File: src/rtl/sct_pkg.sv
package sct_pkg;
   // word index = byte offset [4:2]
   localparam logic [2:0] W_CNT_LO = 3'd0;
   localparam logic [2:0] W_CNT_HI = 3'd1;
   localparam logic [2:0] W_CTRL   = 3'd2;
   localparam logic [2:0] W_STAT   = 3'd3;
   localparam logic [2:0] W_CMP_LO = 3'd4;
   localparam logic [2:0] W_CMP_HI = 3'd5;
   localparam logic [2:0] W_STEP   = 3'd6;

   // control bit positions
   localparam int B_RUN   = 0;
   localparam int B_CMPEN = 1;
   localparam int B_IRQEN = 2;
   localparam int B_AUTO  = 3;
   localparam int B_DIV   = 8;
   localparam int DIV_MAX_W = 8;

   typedef struct packed {
      logic auto_en;
      logic irq_en;
      logic cmp_en;
   } bank_ctl_t;
endpackage

File: src/rtl/sct_count.sv
module sct_count #(
   parameter int CNT_W   = 64,
   parameter int PRESC_W = 8
) (
   input  logic               clk,
   input  logic               rst_n,
   input  logic               run,
   input  logic [PRESC_W-1:0] presc,
   output logic [CNT_W-1:0]   cnt,
   output logic               fresh
);
   logic [PRESC_W-1:0] div_q;
   logic               step;

   assign step = run && (div_q == presc);

   always_ff @(posedge clk) begin
      if (!rst_n) begin
         div_q <= '0;
         cnt   <= '0;
         fresh <= 1'b0;
      end else begin
         fresh <= step;
         if (!run || step) div_q <= '0;
         else              div_q <= div_q + 1'b1;
         if (step) cnt <= cnt + 1'b1;
      end
   end
endmodule

File: src/rtl/sct_bank.sv
module sct_bank
   import sct_pkg::*;
#(
   parameter int CNT_W  = 64,
   parameter int DATA_W = 32
) (
   input  logic              clk,
   input  logic              rst_n,
   input  logic              run,
   input  logic [CNT_W-1:0]  cnt,
   input  logic              fresh,
   input  logic              wr_ctl,
   input  logic              wr_stat,
   input  logic              wr_clo,
   input  logic              wr_chi,
   input  logic              wr_step,
   input  logic [DATA_W-1:0] wdata,
   output logic [CNT_W-1:0]  cmp_o,
   output logic [DATA_W-1:0] step_o,
   output bank_ctl_t         ctl_o,
   output logic              flag_o,
   output logic              irq_o,
   output logic              hit_o,
   output logic              clr_o
);
   localparam int HI_W = CNT_W - DATA_W;

   logic [CNT_W-1:0]  cmp_q;
   logic [DATA_W-1:0] step_q;
   bank_ctl_t         ctl_q;
   logic              flag_q, irq_q;
   logic              hit, clr;

   assign hit = run && ctl_q.cmp_en && fresh && (cnt == cmp_q);
   assign clr = wr_stat && wdata[0];

   always_ff @(posedge clk) begin
      if (!rst_n) begin
         cmp_q  <= '0;
         step_q <= '0;
         ctl_q  <= '0;
      end else begin
         if (wr_ctl) begin
            ctl_q.cmp_en  <= wdata[B_CMPEN];
            ctl_q.irq_en  <= wdata[B_IRQEN];
            ctl_q.auto_en <= wdata[B_AUTO];
         end
         if (wr_step) step_q <= wdata;
         // software writes take priority over the automatic advance
         if (wr_clo)
            cmp_q[DATA_W-1:0] <= wdata;
         else if (wr_chi)
            cmp_q[CNT_W-1:DATA_W] <= wdata[HI_W-1:0];
         else if (hit && ctl_q.auto_en)
            cmp_q <= cmp_q + CNT_W'(step_q);
      end
   end

   always_ff @(posedge clk) begin
      if (!rst_n) begin
         flag_q <= 1'b0;
         irq_q  <= 1'b0;
      end else if (hit) begin
         flag_q <= 1'b1;
         if (!flag_q && ctl_q.irq_en) irq_q <= 1'b1;
      end else if (clr) begin
         flag_q <= 1'b0;
         irq_q  <= 1'b0;
      end
   end

   assign cmp_o  = cmp_q;
   assign step_o = step_q;
   assign ctl_o  = ctl_q;
   assign flag_o = flag_q;
   assign irq_o  = irq_q;
   assign hit_o  = hit;
   assign clr_o  = clr;
endmodule

File: src/rtl/sct_timer.sv
module sct_timer
   import sct_pkg::*;
#(
   parameter int NUM_CPU  = 4,
   parameter int CNT_W    = 64,
   parameter int DATA_W   = 32,
   parameter int PRESC_W  = 8,
   parameter int ADDR_W   = 8,
   localparam int CPU_W   = (NUM_CPU > 1) ? $clog2(NUM_CPU) : 1
) (
   input  logic               clk,
   input  logic               rst_n,
   input  logic               acc_en,
   input  logic               acc_wr,
   input  logic [CPU_W-1:0]   acc_cpu,
   input  logic [ADDR_W-1:0]  acc_addr,
   input  logic [DATA_W-1:0]  acc_wdata,
   output logic [DATA_W-1:0]  acc_rdata,
   output logic [NUM_CPU-1:0] irq_o
);
   localparam int HI_W = CNT_W - DATA_W;

   if (NUM_CPU < 1 || NUM_CPU > 4) begin : g_bad_cpu
      $error("sct_timer: NUM_CPU must lie in 1..4");
   end
   if (DATA_W != 32 || CNT_W != 2 * DATA_W) begin : g_bad_width
      $error("sct_timer: counter must be two 32-bit words");
   end
   if (PRESC_W < 1 || PRESC_W > DIV_MAX_W) begin : g_bad_presc
      $error("sct_timer: divider field is at most 8 bits");
   end
   if (ADDR_W < 5) begin : g_bad_addr
      $error("sct_timer: address must cover the 0x00..0x1C window");
   end

   // access decode
   logic       in_win, cpu_ok, wr_ok;
   logic [2:0] word;

   assign in_win = ((acc_addr >> 5) == '0);
   assign cpu_ok = (32'(acc_cpu) < NUM_CPU);
   assign word   = acc_addr[4:2];
   assign wr_ok  = acc_en && acc_wr && in_win && cpu_ok;

   // shared control bits
   logic               run_q;
   logic [PRESC_W-1:0] presc_q;

   always_ff @(posedge clk) begin
      if (!rst_n) begin
         run_q   <= 1'b0;
         presc_q <= '0;
      end else if (wr_ok && word == W_CTRL) begin
         run_q   <= acc_wdata[B_RUN];
         presc_q <= acc_wdata[B_DIV +: PRESC_W];
      end
   end

   logic [CNT_W-1:0] cnt;
   logic             fresh;

   sct_count #(.CNT_W(CNT_W), .PRESC_W(PRESC_W)) u_cnt (
      .clk   (clk),
      .rst_n (rst_n),
      .run   (run_q),
      .presc (presc_q),
      .cnt   (cnt),
      .fresh (fresh)
   );

   // banks
   logic [CNT_W-1:0]   cmp_a  [NUM_CPU];
   logic [DATA_W-1:0]  step_a [NUM_CPU];
   bank_ctl_t          ctl_a  [NUM_CPU];
   logic [NUM_CPU-1:0] flag_v, hit_v, clr_v;

   for (genvar i = 0; i < NUM_CPU; i++) begin : g_bank
      logic mine;
      assign mine = wr_ok && (acc_cpu == CPU_W'(i));

      sct_bank #(.CNT_W(CNT_W), .DATA_W(DATA_W)) u_bank (
         .clk     (clk),
         .rst_n   (rst_n),
         .run     (run_q),
         .cnt     (cnt),
         .fresh   (fresh),
         .wr_ctl  (mine && word == W_CTRL),
         .wr_stat (mine && word == W_STAT),
         .wr_clo  (mine && word == W_CMP_LO),
         .wr_chi  (mine && word == W_CMP_HI),
         .wr_step (mine && word == W_STEP),
         .wdata   (acc_wdata),
         .cmp_o   (cmp_a[i]),
         .step_o  (step_a[i]),
         .ctl_o   (ctl_a[i]),
         .flag_o  (flag_v[i]),
         .irq_o   (irq_o[i]),
         .hit_o   (hit_v[i]),
         .clr_o   (clr_v[i])
      );
   end

   // read mux
   always_comb begin
      acc_rdata = '0;
      if (acc_en && !acc_wr && in_win && cpu_ok) begin
         case (word)
            W_CNT_LO: acc_rdata = cnt[DATA_W-1:0];
            W_CNT_HI: acc_rdata = DATA_W'(cnt[CNT_W-1:DATA_W]);
            W_CTRL: begin
               acc_rdata[B_RUN]              = run_q;
               acc_rdata[B_DIV +: PRESC_W]   = presc_q;
               acc_rdata[B_CMPEN]            = ctl_a[acc_cpu].cmp_en;
               acc_rdata[B_IRQEN]            = ctl_a[acc_cpu].irq_en;
               acc_rdata[B_AUTO]             = ctl_a[acc_cpu].auto_en;
            end
            W_STAT:   acc_rdata[0] = flag_v[acc_cpu];
            W_CMP_LO: acc_rdata = cmp_a[acc_cpu][DATA_W-1:0];
            W_CMP_HI: acc_rdata = DATA_W'(cmp_a[acc_cpu][CNT_W-1:DATA_W]);
            W_STEP:   acc_rdata = step_a[acc_cpu];
            default:  acc_rdata = '0;
         endcase
      end
   end

   logic [HI_W-1:0] unused_hi;
   assign unused_hi = '0;
endmodule

File: config.mk
export PLATFORM = sky130hd
export DESIGN_NAME = sct_timer
export DESIGN_NICKNAME = d
export VERILOG_FILES = /design/src/rtl/sct_pkg.sv /design/src/rtl/sct_count.sv /design/src/rtl/sct_bank.sv /design/src/rtl/sct_timer.sv
export SDC_FILE = /design/constraint.sdc
export NUM_CORES = 2
export LEC_CHECK = 0
export BUFFER_PORTS_ARGS = -buffer_cell sky130_fd_sc_hd__buf_4
export CAP_MARGIN = 20
export CORE_AREA = 2 2 264 266
export CTS_BUF_LIST = sky130_fd_sc_hd__clkbuf_8
export DETAILED_ROUTE_END_ITERATION = 7
export DIE_AREA = 0 0 266 268
export MAX_ROUTING_LAYER = met4
export PLACE_DENSITY = 0.85
export RECOVER_POWER = 25
export SLEW_MARGIN = 5
export SYNTH_ARGS = -nofsm -noshare
export SYNTH_HDL_FRONTEND = slang
export SYNTH_SLANG_ARGS = --single-unit
File: constraint.sdc
create_clock -name clk -period 3.35 [get_ports clk]
set_input_delay 0.335 -clock clk [delete_from_list [all_inputs] [get_ports clk]]
set_output_delay 0.335 -clock clk [all_outputs]
set_load 0.1 [all_outputs]
# Word level (Yosys, flattened, before mapping)
# Index checks and enable logic that the tools add are counted.
# totals
reg_bits	486
inputBits	46
output_inout_bits	36
elab_cells	211
# classes
addsub	6
n_lt_le_gt_ge	2
n_eq_ne	22
muxes	49
n_bitwise	6
n_reduce_logical	89
# op_table
operator	count
$mux 32	15
$mux 64	6
$add 64x32->64	4
$eq 64x64->1	4
$bmux 64 s2	1
$pmux 16 s5	1
$add 64x1->64 const B	1
$bmux 32 s2	1
$logic_and 1x1->1	54
$pmux 8 s6	1
$reduce_and 2->1	12
$reduce_bool 2->1	12
$pmux 4 s5	1
$pmux 3 s6	1
$mux 1	17
$eq 3x3->1 const B	3
$add 8x1->8 const B	1
$eq 8x8->1	1
$logic_not 8->1	1
$ne 2x1->1 const B	4
$ne 2x2->1 const B	4
$pmux 1 s7	1
$bmux 3 s2	1
$eq 3x2->1 const B	2
other kinds (14)	25

# Logic depth before layout (Yosys ltp)
# logic_depth
word_depth	7
depth_mapped	13
depth_no_buf	12

# Cells and area by module
# From an unflattened synthesis, not the netlist that was laid out.
# unflattened
cells_unflattened	4675
hier_area_um2	38090.3
# by_module_without_submodules
mod	instances	cells_per_inst	area_per_inst_um2	seq_area_each_um2
sct_bank at g_bank[0].u_bank ...	3	957	7448.4	2021.9
sct_bank at g_bank[3].u_bank	1	975	7664.9	2021.9
sct_timer	1	420	4515.6	180.2
sct_count	1	409	3564.7	1461.4

# Worst setup path after synthesis
# Ideal clock, no wire load.
# synth_timing
path_type	input -> output
start	input port acc_cpu[0]
end	output port acc_rdata[10]
arrival_ns	3.669
required_time_ns	3.015
path_slack_ns	-0.654
cell_stages	7
n_path_buf	4
path_cell_list	clkbuf_1 buf_2 buf_2 buf_1 mux4_2 a21oi_1 a21oi_1
# synth_between
elab_chain_cells	6
elab_cells_between_ends	9
cone_classes	mux: 8; bitwise: 1
# synth_lines
element	line_no	rtl
start: declaration	sct_timer.sv:15	input logic [CPU_W-1:0] acc_cpu,
$not 2->3 (not written as such) (*)	sct_timer.sv:118, sct_timer.sv:119, sct_timer.sv:120	
$bmux 32 s2 or $bmux 64 s2 (tied branches)	sct_timer.sv:120, sct_timer.sv:118, sct_timer.sv:119	
$mux 32 (not written as such) or $mux 64 (tied branches) (2 in a row)	sct_timer.sv:120, sct_timer.sv:119	
$pmux 8 s6 (*)	sct_timer.sv:107	case (word)
$mux 32 (*)	sct_timer.sv:106	if (acc_en && !acc_wr && in_win && cpu_ok) begin
end: declaration	sct_timer.sv:18	output logic [DATA_W-1:0] acc_rdata,
# Mark *: on every way between the ends. The rest lies on a longest branch, timed or not. The select of a mux whose other input is x is not followed.

# Worst setup path after layout
# layout_timing
start	register g_bank[0].u_bank.cmp_q[22]
end	register g_bank[0].u_bank.cmp_q[48]
# layout_between
elab_chain_cells	5
elab_cells_between_ends	8
cone_classes	add/sub: 1; eq/ne: 1; mux: 2; reduce/logical: 4
# layout_lines
element	line_no	rtl
start: declaration	sct_bank.sv:28	logic [CNT_W-1:0] cmp_q;
start signal: indexed assignment	sct_bank.sv:51	cmp_q[DATA_W-1:0] <= wdata;
start signal: indexed assignment	sct_bank.sv:53	cmp_q[CNT_W-1:DATA_W] <= wdata[HI_W-1:0];
start signal: assignment	sct_bank.sv:55	cmp_q <= cmp_q + CNT_W'(step_q);
parallel branches: the longest is 5 deep, another holds $add 64x32->64	n/a	
# Several ways; the timed one is not identified. The select of a mux whose other input is x is not followed.
# A chain may end at the register's enable or synchronous reset.

==> results_dict.tcl <==
set metrics [dict create \
    drv_cap 3 \
    cts_buffers 92 \
    multi_input_area_mm2 0.0259 \
    cts_buffer_depth 3 \
    htree_levels 3 \
    dr.pass1.iters 8 \
    drt-total-wl_um 204000 \
    dp.cells 5998 \
    holdBufCountCts 0 \
    p_sw_frac 0.281 \
    p_leak_nw 18.3 \
    grt_max_degree 133 \
    hp-class "in -> reg" \
    clk_pin_slew_worst_paths_ns 0.06 \
    place_hpwl_um 155000 \
    nets 5400 \
    portBuffers 79 \
    grt_pass1_vias 39800 \
    power.internal_mw 9.77 \
    die_area_mm2 0.0713 \
    synth_nets 5013 \
    ff_latch_area_mm2 0.00974 \
    synth_ff_type "dfxtp_1" \
    post-route-period-util 0.995 \
    slew_viol_final 99 \
    initial_core_util 0.539 \
    cts_tree "built" \
    syn_area_mm2 0.0368 \
    synth-seq-cells 486 \
    place.gp.congestion 1.21 \
    violations "design-rule violations, max-capacitance violations, max-slew violations" \
    tightest_slew_ns 2.15 \
    endpoint_kind "flop" \
    vias 44200 \
    start_kind "flop" \
    pwr-share-seq 0.431 \
    power.share.clock 0.493 \
    die_y_um 268 \
    rows 96 \
    reg2regPathDepth 11 \
    synth_edf_count 0 \
    ys_types 92 \
    final_cell_mix "nand2_1, buf_4, dfxtp_1" \
    hold_violations 0 \
    cp_max_fo 7 \
    p_switching_mw 3.82 \
    dieWidth_um 266 \
    overflow 0 \
    synth.yosys.warnings 0 \
    core-area_mm2 0.0682 \
    layout_commonest_cell "nand2_1" \
    grt_usage 0.573 \
    max_freq_ghz 0.300 \
    final_cells 6215 \
    setup-violations-final 0 \
    crit_required_ns 4.03 \
    antenna_found_initial 26 \
    fillers 5840 \
    final_layout_size_suffix_gt1_frac 0.219 \
    antenna_left 0 \
    status "finished with violations" \
    p_comb_frac 0.076 \
    ys_seq_area_frac 0.265 \
    whs_path_depth 3 \
    drc_errors 23 \
    rsz0062_at_grt "yes" \
    period_needed_ns 3.33 \
    wire_per_inst_um 32.8 \
    postSynthCellCount 4833 \
    cts_root_buffer "clkbuf_8" \
    grt_pass1_wl_um 283000 \
    ios 82 \
    critical_path_class "reg -> reg" \
    area_growth_pct 22.2 \
    synth_async_sr_flop_share 0 \
    power.total_mw 13.6 \
    finalClockSkew_ns 0.0412 \
    clock-sinks 486 \
    drt_first_iter_violations 8745 \
    crit_arrival_ns 4.01 \
    powerDensity_mw_per_mm2 303 \
    slew_headroom -0.434 \
    clock_latency_ns 0.76 \
    postSynthAreaPerCell_um2 7.60 \
    via_per_inst 7.10 \
    ir_drop_mv 0.352 \
]
[through the flow]
stage | hold WS [ns] | setup TNS, ns | area, um^2 | worst slack [ns] | util
after detailed placement | 0.463 | -2.56 | 42200 | -0.374 | 0.619
after floorplan | 0.442 | -0.0843 | 36900 | -0.0843 | -
after global routing | 0.0241 | -0.188 | 44900 | -0.0520 | 0.658
after global placement | 0.461 | -1.50 | 42200 | -0.226 | 0.619
final | 0.0510 | 0 | 44900 | 0.0158 | 0.658
after CTS | 0.00483 | -0.0152 | 44400 | -0.0152 | 0.650
[power by group through the flow]
| stage | registers, mW | clock network (mW) | logic (mW) |
|---|---|---|---|
| final | 5.85 | 6.70 | 1.03 |
| after floorplan | 5.96 | 0 | 0.483 |
| after global routing | 5.85 | 6.87 | 1.02 |
| after global placement | 5.98 | 0 | 0.939 |
| after CTS | 5.85 | 6.62 | 0.945 |
| after detailed placement | 5.98 | 0 | 0.940 |
[cell type report]
| class | count | area share |
|---|---|---|
| clock buffers | 115 | 0.0352 |
| well taps | 882 | 0.0246 |
| multi-input cells | 3868 | 0.576 |
| diodes | 35 | 0.00195 |
| inverters | 52 | 0.00451 |
| repair buffers | 720 | 0.130 |
| clock inverters | 57 | 0.0104 |
| flip-flops and latches | 486 | 0.217 |
[repair_timing]
action,CTS,global route
pin swaps,3,29
resized for setup,14,104
endpoints found under the setup margin,37,148
buffers inserted,2,9
[cell usage after synthesis (14+ instances only)]
| master | count | area share |
|---|---|---|
| a211oi_1 | 51 | 0.010 |
| a21o_1 | 79 | 0.016 |
| a21oi_1 | 460 | 0.063 |
| a221oi_1 | 28 | 0.0067 |
| a22oi_1 | 41 | 0.0084 |
| a311oi_1 | 33 | 0.0079 |
| a31oi_1 | 119 | 0.020 |
| a41oi_1 | 17 | 0.0041 |
| and2_1 | 38 | 0.0065 |
| and3_1 | 85 | 0.014 |
| buf_1 | 37 | 0.0038 |
| buf_2 | 28 | 0.0038 |
| clkbuf_1 | 350 | 0.036 |
| dfxtp_1 | 486 | 0.26 |
| ha_1 | 130 | 0.044 |
| inv_1 | 52 | 0.0053 |
| mux2i_1 | 60 | 0.016 |
| mux4_2 | 101 | 0.062 |
| nand2_1 | 711 | 0.073 |
| nand2b_1 | 18 | 0.0031 |
| nand3_1 | 141 | 0.019 |
| nand4_1 | 127 | 0.022 |
| nor2_1 | 441 | 0.045 |
| nor2b_1 | 14 | 0.0024 |
| nor3_1 | 63 | 0.0086 |
| nor4_1 | 64 | 0.011 |
| o211ai_1 | 24 | 0.0049 |
| o21a_1 | 28 | 0.0057 |
| o21ai_0 | 251 | 0.034 |
| o21bai_1 | 17 | 0.0035 |
| o22ai_1 | 14 | 0.0024 |
| or2_2 | 16 | 0.0027 |
| or3_1 | 38 | 0.0065 |
| xnor2_1 | 189 | 0.045 |
| xor2_1 | 234 | 0.056 |
[worst paths after layout]
path,from,end,slack (ns)
worst min-delay path,acc_wdata[6],g_bank[0].u_bank.step_o[6]$_SDFFE_PN0P_,0.05
worst max register to register,g_bank[0].u_bank.cmp_o[22]$_SDFFE_PN0P_,g_bank[0].u_bank.cmp_o[48]$_SDFFE_PN0P_,0.02
worst max-delay path,g_bank[0].u_bank.cmp_o[22]$_SDFFE_PN0P_,g_bank[0].u_bank.cmp_o[48]$_SDFFE_PN0P_,0.02
worst min register to register,g_bank[0].u_bank.flag_o$_SDFFE_PN0P_,g_bank[0].u_bank.flag_o$_SDFFE_PN0P_,0.47
[flip-flops by register name, summed over array words and instances (netlist names)]
| name | count |
|---|---|
| u_cnt.fresh | 1 |
| presc_q | 8 |
| g_bank.u_bank.ctl_o | 12 |
| run_q | 1 |
| u_cnt.div_q | 8 |
| u_cnt.cnt | 64 |
| g_bank.u_bank.flag_o | 4 |
| g_bank.u_bank.irq_o | 4 |
| g_bank.u_bank.step_o | 128 |
| g_bank.u_bank.cmp_o | 256 |
[layer usage]
metal,GRT usage,up-vias,part of all wire
li1,-,18400,-
met2,0.755,4049,0.38
met5,-,-,0
met3,0.257,1138,0.17
met1,0.681,20600,0.35
met4,0.420,0,0.10
[cell families (layout without fill, tap and decap cells)]
logic type / count (synthesis) / after routing / synth area share
other cells: 0 / 35 / 0
mux: 165 / 165 / 0.0795
flops: 486 / 486 / 0.265
simple gates: 1835 / 1835 / 0.233
compound gates: 1305 / 1305 / 0.222
buf+inv: 479 / 944 / 0.0513
xor+xnor: 429 / 429 / 0.103
fa+ha+maj: 134 / 134 / 0.0464
[worst max-delay path, stage by stage (launching register included)]
cell,delay (ns)
dfxtp_1,0.40
ha_2,0.45
nand4_1,0.34
nor4_1,0.37
a32o_2,0.28
a2111oi_4,0.08
buf_4,0.18
nor2_1,0.21
buf_4,0.17
nand2_1,0.09
or4_1,0.51
a31oi_1,0.18
(Power assumes the default switching activity.)
